## src/rtl/tsc_pkg.sv

```systemverilog
package tsc_pkg;

    parameter int DW = 32;
    parameter int AW = 2;

    typedef enum logic [AW-1:0] {
        REG_CTRL = 2'd0,
        REG_STAT = 2'd1,
        REG_DCNT = 2'd2,
        REG_RLD  = 2'd3
    } reg_sel_e;

    // status bit positions
    localparam int S_WNX = 31;
    localparam int S_WIS = 30;
    localparam int S_DEC = 27;
    localparam int S_FIT = 26;

    // control bit positions
    localparam int C_WIE = 27;
    localparam int C_DIE = 26;
    localparam int C_FIE = 23;
    localparam int C_ARE = 22;

    localparam logic [DW-1:0] STAT_MASK   = 32'hFC00_0000;
    localparam logic [DW-1:0] CTRL_MASK   = 32'h3CC0_0000;
    localparam logic [DW-1:0] RESUME_MASK = 32'hF000_0000;

    typedef struct packed {
        logic dec;
        logic fit;
        logic wdt;
    } irq_vec_t;

endpackage

```

## src/rtl/tsc_decr.sv

```systemverilog
module tsc_decr #(
    parameter int W = 32
) (
    input  logic         clk,
    input  logic         rst,
    input  logic         tick,
    input  logic         load,
    input  logic [W-1:0] load_val,
    input  logic         auto_rld,
    input  logic [W-1:0] rld_val,
    output logic [W-1:0] cnt,
    output logic         expire
);

    always_comb expire = tick && !load && (cnt == W'(1));

    always_ff @(posedge clk) begin
        if (rst) begin
            cnt <= '0;
        end else if (load) begin
            cnt <= load_val;
        end else if (tick && cnt != '0) begin
            if (expire)
                cnt <= auto_rld ? rld_val : '0;
            else
                cnt <= cnt - W'(1);
        end
    end

    assert_step_R5: assert property (@(posedge clk) disable iff (rst)
        (tick && !load && cnt > W'(1)) |=> (cnt == $past(cnt) - W'(1)));

    assert_hold_zero_R5: assert property (@(posedge clk) disable iff (rst)
        (!load && cnt == '0) |=> (cnt == '0));

    assert_reload_R6: assert property (@(posedge clk) disable iff (rst)
        (expire && auto_rld) |=> (cnt == $past(rld_val)));

    assert_load_wins_R11: assert property (@(posedge clk) disable iff (rst)
        load |=> (cnt == $past(load_val)));

endmodule

```

## src/rtl/tsc_status.sv

```systemverilog
module tsc_status
    import tsc_pkg::*;
(
    input  logic          clk,
    input  logic          rst,
    input  logic          dec_evt,
    input  logic          fit_evt,
    input  logic          wdt_evt,
    input  logic          resume,
    input  logic          sw_clr_en,
    input  logic [DW-1:0] sw_clr_data,
    output logic [DW-1:0] stat
);

    logic [DW-1:0] set_m;
    logic [DW-1:0] clr_m;

    always_comb begin
        set_m = '0;
        set_m[S_DEC] = dec_evt;
        set_m[S_FIT] = fit_evt;
        if (wdt_evt) begin
            if (stat[S_WNX]) set_m[S_WIS] = 1'b1;
            else             set_m[S_WNX] = 1'b1;
        end
        clr_m = (sw_clr_en ? sw_clr_data : '0) | (resume ? RESUME_MASK : '0);
    end

    always_ff @(posedge clk) begin
        if (rst) stat <= '0;
        else     stat <= ((stat & ~clr_m) | set_m) & STAT_MASK;
    end

    assert_fit_set_R10: assert property (@(posedge clk) disable iff (rst)
        fit_evt |=> stat[S_FIT]);

    assert_w1c_R4: assert property (@(posedge clk) disable iff (rst)
        (sw_clr_en && sw_clr_data[S_FIT] && !fit_evt) |=> !stat[S_FIT]);

    assert_only_set_R4: assert property (@(posedge clk) disable iff (rst)
        (!sw_clr_en && !resume) |=> ((stat & $past(stat)) == $past(stat)));

    assert_resume_R9: assert property (@(posedge clk) disable iff (rst)
        (resume && !wdt_evt) |=> (stat[31:28] == 4'b0000));

endmodule

```

## src/rtl/tsc_core.sv

```systemverilog
module tsc_core
    import tsc_pkg::*;
(
    input  logic          clk,
    input  logic          rst,
    input  logic [AW-1:0] bus_addr,
    input  logic          bus_we,
    input  logic [DW-1:0] bus_wdata,
    output logic [DW-1:0] bus_rdata,
    input  logic          tb_tick,
    input  logic          fit_evt,
    input  logic          wdt_evt,
    input  logic          resume,
    output logic          irq_dec,
    output logic          irq_fit,
    output logic          irq_wdt
);

    reg_sel_e      sel;
    logic [DW-1:0] ctrl_q;
    logic [DW-1:0] rld_q;
    logic [DW-1:0] dcnt;
    logic [DW-1:0] stat;
    logic          dec_exp;
    irq_vec_t      irq;

    always_comb sel = reg_sel_e'(bus_addr);

    always_ff @(posedge clk) begin
        if (rst) begin
            ctrl_q <= '0;
            rld_q  <= '0;
        end else if (bus_we) begin
            if (sel == REG_CTRL) ctrl_q <= bus_wdata & CTRL_MASK;
            if (sel == REG_RLD)  rld_q  <= bus_wdata;
        end
    end

    tsc_decr #(.W(DW)) u_decr (
        .clk      (clk),
        .rst      (rst),
        .tick     (tb_tick),
        .load     (bus_we && sel == REG_DCNT),
        .load_val (bus_wdata),
        .auto_rld (ctrl_q[C_ARE]),
        .rld_val  (rld_q),
        .cnt      (dcnt),
        .expire   (dec_exp)
    );

    tsc_status u_stat (
        .clk         (clk),
        .rst         (rst),
        .dec_evt     (dec_exp),
        .fit_evt     (fit_evt),
        .wdt_evt     (wdt_evt),
        .resume      (resume),
        .sw_clr_en   (bus_we && sel == REG_STAT),
        .sw_clr_data (bus_wdata),
        .stat        (stat)
    );

    always_comb begin
        unique case (sel)
            REG_CTRL: bus_rdata = ctrl_q;
            REG_STAT: bus_rdata = stat;
            REG_DCNT: bus_rdata = dcnt;
            default:  bus_rdata = rld_q;
        endcase
    end

    always_comb begin
        irq.dec = stat[S_DEC] & ctrl_q[C_DIE];
        irq.fit = stat[S_FIT] & ctrl_q[C_FIE];
        irq.wdt = stat[S_WIS] & ctrl_q[C_WIE];
    end

    assign irq_dec = irq.dec;
    assign irq_fit = irq.fit;
    assign irq_wdt = irq.wdt;

    assert_expiry_sets_R5: assert property (@(posedge clk) disable iff (rst)
        dec_exp |=> stat[S_DEC]);

    assert_irq_needs_enable_R3: assert property (@(posedge clk) disable iff (rst)
        (!ctrl_q[C_DIE] && !ctrl_q[C_FIE] && !ctrl_q[C_WIE]) |-> !(irq_dec || irq_fit || irq_wdt));

    assert_ctrl_reset_R1: assert property (@(posedge clk)
        $past(rst) |-> (ctrl_q == '0 && stat == '0));

endmodule

```

## config.mk

```make
export PLATFORM = sky130hd
export DESIGN_NAME = tsc_core
export DESIGN_NICKNAME = d
export VERILOG_FILES = /design/src/rtl/tsc_pkg.sv /design/src/rtl/tsc_decr.sv /design/src/rtl/tsc_status.sv /design/src/rtl/tsc_core.sv
export SDC_FILE = /design/constraint.sdc
export NUM_CORES = 1
export LEC_CHECK = 0
export BUFFER_PORTS_ARGS = -buffer_cell sky130_fd_sc_hd__buf_2
export CORE_MARGIN = 5
export CORE_UTILIZATION = 24
export DETAILED_ROUTE_END_ITERATION = 6
export GPL_TIMING_DRIVEN = 0
export PLACE_DENSITY = 0.45
export SLEW_MARGIN = 25
export SYNTH_ARGS = -nofsm -noshare
export SYNTH_HDL_FRONTEND = slang
export SYNTH_SLANG_ARGS = --single-unit
```

## constraint.sdc

```tcl
create_clock -name clk -period 2.7 [get_ports clk]
set_input_delay 0.135 -clock clk [delete_from_list [all_inputs] [get_ports clk]]
set_output_delay 0.135 -clock clk [all_outputs]
set_load 0.02 [all_outputs]
```

# After elaboration in Yosys (flattened, before gate mapping)
# Cells that the tools add are included.
# totals
register_bits	102
in_bits	41
output_inout_bits	35
word_cells	38
# classes
add_sub_neg	1
n_eq_ne	4
mux	10
n_bitwise	7
reduce_logical	11
# op_table
cell	n
$mux W32	6
$pmux W32 S3	1
$or A32 B32 Y32	2
$and A32 B32 Y32	1
$eq A32 B1 Y1 const B	1
$not A32 Y32	1
$reduce_bool A32 Y1	1
$sub A32 B1 Y32 const B	1
$logic_and A1 B1 Y1	5
$eq A2 B2 Y1 const B	2
$reduce_and A2 Y1	2
$and A1 B1 Y1	3
$eq A2 B1 Y1 const B	1
$logic_not A2 Y1	1
$mux W1	2
$mux W2	1
$reduce_bool A2 Y1	1
$logic_not A1 Y1	1

# Longest topological paths before layout
# logic_depth
word_depth	8
mapped_depth	9
mapped_depth_nobuf	8

# Hierarchy
# Synthesis repeated with hierarchy kept, for this count alone.
# hier_totals
cells_unflattened	634
hier_area_um2	5417.7
# by_module_without_submodules
module	n_inst	cells_per_inst	area_each_um2	seq_area_each_um2
tsc_decr	1	348	2555.0	640.6
tsc_core	1	235	2458.6	760.7
tsc_status	1	51	404.1	120.1

# Worst setup path after synthesis
# OpenSTA, ideal clock, no wires.
# synth_path
path_type	register -> register
start	register u_decr.cnt[0]
end	register u_decr.cnt[12]
setup_ns	0.119
t_arrival_ns	2.250
t_required_ns	2.581
slack_ns	0.331
path_stages_with_launch	9
path_buffers	1
synth_period_minus_slack_ns	2.369
path_cell_list	dfxtp_1 -> inv_1 -> ha_1 -> nor4b_1 -> nand4_1 -> o31ai_4 -> nand2_1 -> buf_2 -> o221a_2
# synth_between
elab_chain_cells	5
elab_cells_between_ends	9
classes_between	add/sub: 1; eq/ne: 1; mux: 3; reduce/logical: 4
# synth_rtl
element	line	rtl
from (decl)	tsc_decr.sv:11	output logic [W-1:0] cnt,
from (signal assigned)	tsc_decr.sv:21	cnt <= load_val;
from (signal assigned)	tsc_decr.sv:24	cnt <= auto_rld ? rld_val : '0;
from (signal assigned)	tsc_decr.sv:26	cnt <= cnt - W'(1);
parallel branches: the longest is 5 deep, another holds $sub A32 B1 Y32	-	
# Parallel ways; which one is timed is not known. The select of a mux whose other input is x is not followed.
# A chain may end at the register's enable or synchronous reset.

# Final worst setup path
# layout_path
start	register u_decr.cnt[0]
end	register u_decr.cnt[15]
# Same word-level chain as after synthesis.

==> results.json <==
{
  "synth-seq-cells": 76,
  "worst-path-buf-inv": 3,
  "cts_buffers": 9,
  "r2r_cells": 9,
  "r2r_slack_ns": 0.13,
  "ant_nets": 0,
  "tightestPinTransition_ns": 1.07,
  "ir_drop_uv": 276,
  "ys_types": 64,
  "die_y_um": 152,
  "worstHoldStart": "bus_wdata[29]",
  "ios": 76,
  "synth_top_area_share_pct": 31.6,
  "seq_area_mm2": 0.00152,
  "hold_viol": 0,
  "status": "complete, no violations",
  "cts_sinks": 76,
  "syn2layout_area_growth_pct": 25.9,
  "hpwl_um": 14600,
  "maxSlewHeadroom_pct": 28.8,
  "crit_path_end_kind": "flip-flop",
  "setup_viol": 0,
  "wl_per_cell_um": 20.1,
  "start_util_pct": 24.6,
  "ys.warnings.count": 0,
  "dieArea_mm2": 0.0230,
  "synth_nets": 658,
  "leakage_nw": 2.34,
  "clk_pin_slew_ns": 0.06,
  "cap_violations": 0,
  "grt_pass1_vias": 4817,
  "path_class": "reg -> reg",
  "synth_cells": 615,
  "gr-total-overflow": 0,
  "synth_edf_count": 0,
  "synthArstFlopShare_pct": 0,
  "ys_seq_area_share_pct": 31.6,
  "layout.nets": 759,
  "fin_cells": 986,
  "fp.dieW_um": 152,
  "min_path_cells": 2,
  "drive_gt1_share_pct": 20.2,
  "synth_most_common_cell": "nand2_1",
  "cp.depth": 9,
  "cp_max_fo": 10,
  "required_ns": 2.94,
  "rows": 51,
  "fp.coreArea_mm2": 0.0196,
  "port_buffers": 74,
  "cts_tree": "built",
  "critPathLaunch": "u_decr.cnt[0]",
  "drt_wl_total_um": 19800,
  "hp-class": "in -> reg",
  "cts-root-buf": "clkbuf_16",
  "fmax_mhz": 390,
  "grt_max_degree": 14,
  "routed_via_density": 5.09,
  "clock_latency_ns": 0.35,
  "dp_cells": 954,
  "drc": 0,
  "cp.arrival_ns": 2.81,
  "setup-tns-final_ns": 0,
  "p_total_mw": 3.41,
  "crit_family": "simple AND/OR/NAND/NOR gates",
  "skew_ns": 0.0109,
  "gp_routability_congestion": 0.898,
  "syn_area_per_cell_um2": 7.82,
  "final.min_clock_period_ns": 2.57,
  "worst_path_max_delay_cell": "dfxtp_1",
  "crit_chain": "inv_1 -> ha_2 -> nor4b_4 -> nand4_1 -> buf_4 -> o31ai_4 -> nand2_2 -> buf_2 -> o221a_2",
  "diodes": 0,
  "fillerInstances": 2181,
  "drv_slew": 0,
  "antenna_found_initial": 0,
  "grt_use_total_pct": 17.5,
  "power_density_mw_per_mm2": 563,
  "crit_end": "u_decr.cnt[15]",
  "multi_input_area_mm2": 0.00318,
  "critPathLaunchType": "flip-flop",
  "placed_area_mm2": 0.00552,
  "dr.pass1.iters": 5,
  "yosys.area.top_type": "dfxtp_1",
  "timing.final.crit_share_pct": 95.1,
  "synth-main-ff-cell": "dfxtp_1",
  "via_count": 5016,
  "worstReg2RegEnd": "u_decr.cnt[15]",
  "rr_startpoint": "u_decr.cnt[0]",
  "clockBufferDepth": 2,
  "h-tree-depth": 3,
  "netlist_top_cells_area": "dfxtp_1 32%, nand2_1 8.8%, mux2i_1 7.9%, a21oi_1 5.8%, nor2_1 3.7%",
  "dr.first_iter.drc_count": 399,
  "cpPeakStageDelay_ns": 0.40,
  "grt_first_pass_wirelength_um": 30100,
  "synthTopCellsByCount": "113 x nand2_1, 76 x dfxtp_1, 56 x a21oi_1",
  "netlist_area_mm2": 0.00481,
  "postLayoutCellArea_mm2": 0.00606
}
-- how the worst min path moves through the flow --
stage | end | slack [ns]
CTS | u_stat.stat[29] | 0.001
global placement | u_stat.stat[26] | 0.34
detailed placement | u_stat.stat[26] | 0.35
floorplan | u_stat.stat[28] | 0.22
finish | u_stat.stat[29] | 0.01
global route | u_stat.stat[29] | 0.01
-- through the flow --
stage               hold WS, ns  setup WS [ns]  utilization [%]
floorplan                 0.222          0.331                -
finish                   0.0104          0.133             30.9
detailed placement        0.353         -0.619             28.2
global route             0.0148        -0.0241             30.9
CTS                     0.00135        0.00926             30.2
global placement          0.343         -0.633             28.1
-- sequential cells by signal (all words and copies together), names as in the netlist --
signal and flops:
rld_q 32, u_decr.cnt 32, ctrl_q 6, u_stat.stat 6
-- report_power, final --
| part | leakage (nW) | internal [mW] | switching [mW] |
|---|---|---|---|
| registers | 0.621 | 1.18 | 0.0913 |
| logic | 1.56 | 0.302 | 0.487 |
| clock network | 0.151 | 0.833 | 0.515 |
| total | 2.34 | 2.32 | 1.09 |
-- worst register-to-register path, stage by stage, from the launching register on --
cell and delay, ns:
dfxtp_1 0.40, inv_1 0.10, ha_2 0.31, nor4b_4 0.35
nand4_1 0.14, buf_4 0.18, o31ai_4 0.21, nand2_2 0.17
buf_2 0.29, o221a_2 0.29
-- layer usage --
| metal | wire length, µm | GRT usage [%] |
|---|---|---|
| met4 | 318 | 5.39 |
| met2 | 8900 | 27.1 |
| met1 | 9630 | 24.6 |
| met3 | 983 | 3.27 |
| met5 | 0 | 0 |
-- placed cells by master, fill, tap and decap left out, drive strengths merged, types with 3 or more instances in the layout --
cell type and instances:
buf 102, clkbuf 42, inv 5, a21oi 56, or3 7, a311oi 12, nor2b 27, nor4 13
nand3b 3, dfxtp 76, a22o 4, a2111oi 3, clkinvlp 3, or4 5, mux2i 38, nor3 19
nand2b 4, a31oi 8, o221ai 5, a221o 3, nand2 113, and2 9, nor3b 6, nand4 7
nor4b 4, xnor2 10, mux4 4, o21ai 15, a211o 7, a211oi 4, nor2 49, nand3 15
xor2 10
-- timing repair --
| item | 4_1_cts | 5_1_grt |
|---|---|---|
| endpoints found under the setup margin | 31 | 28 |
| hold endpoints to repair | 1 | 0 |
| pin swaps | 1 | 6 |
| resized for setup | 9 | 7 |
| hold buffers | 1 | 0 |
| gates cloned | 0 | 0 |
| setup buffers | 2 | 13 |
-- final cells by class --
cell class | count | share of cell area, %
clock buffer | 10 | 3.94
clock inverter | 6 | 1.45
inverter | 5 | 0.310
timing repair buffer | 90 | 8.14
sequential | 76 | 25.1
buffer | 45 | 3.04
tap | 265 | 5.47
multi-input combinational | 489 | 52.6
-- logic make-up after synthesis --
group,synth area share (%)
xor+xnor,3.64
compound gates,19.2
simple gates,30.6
fa+ha+maj,0.520
buf+inv,4.19
mux,10.2
flops,31.6
(Power assumes the default switching activity.)
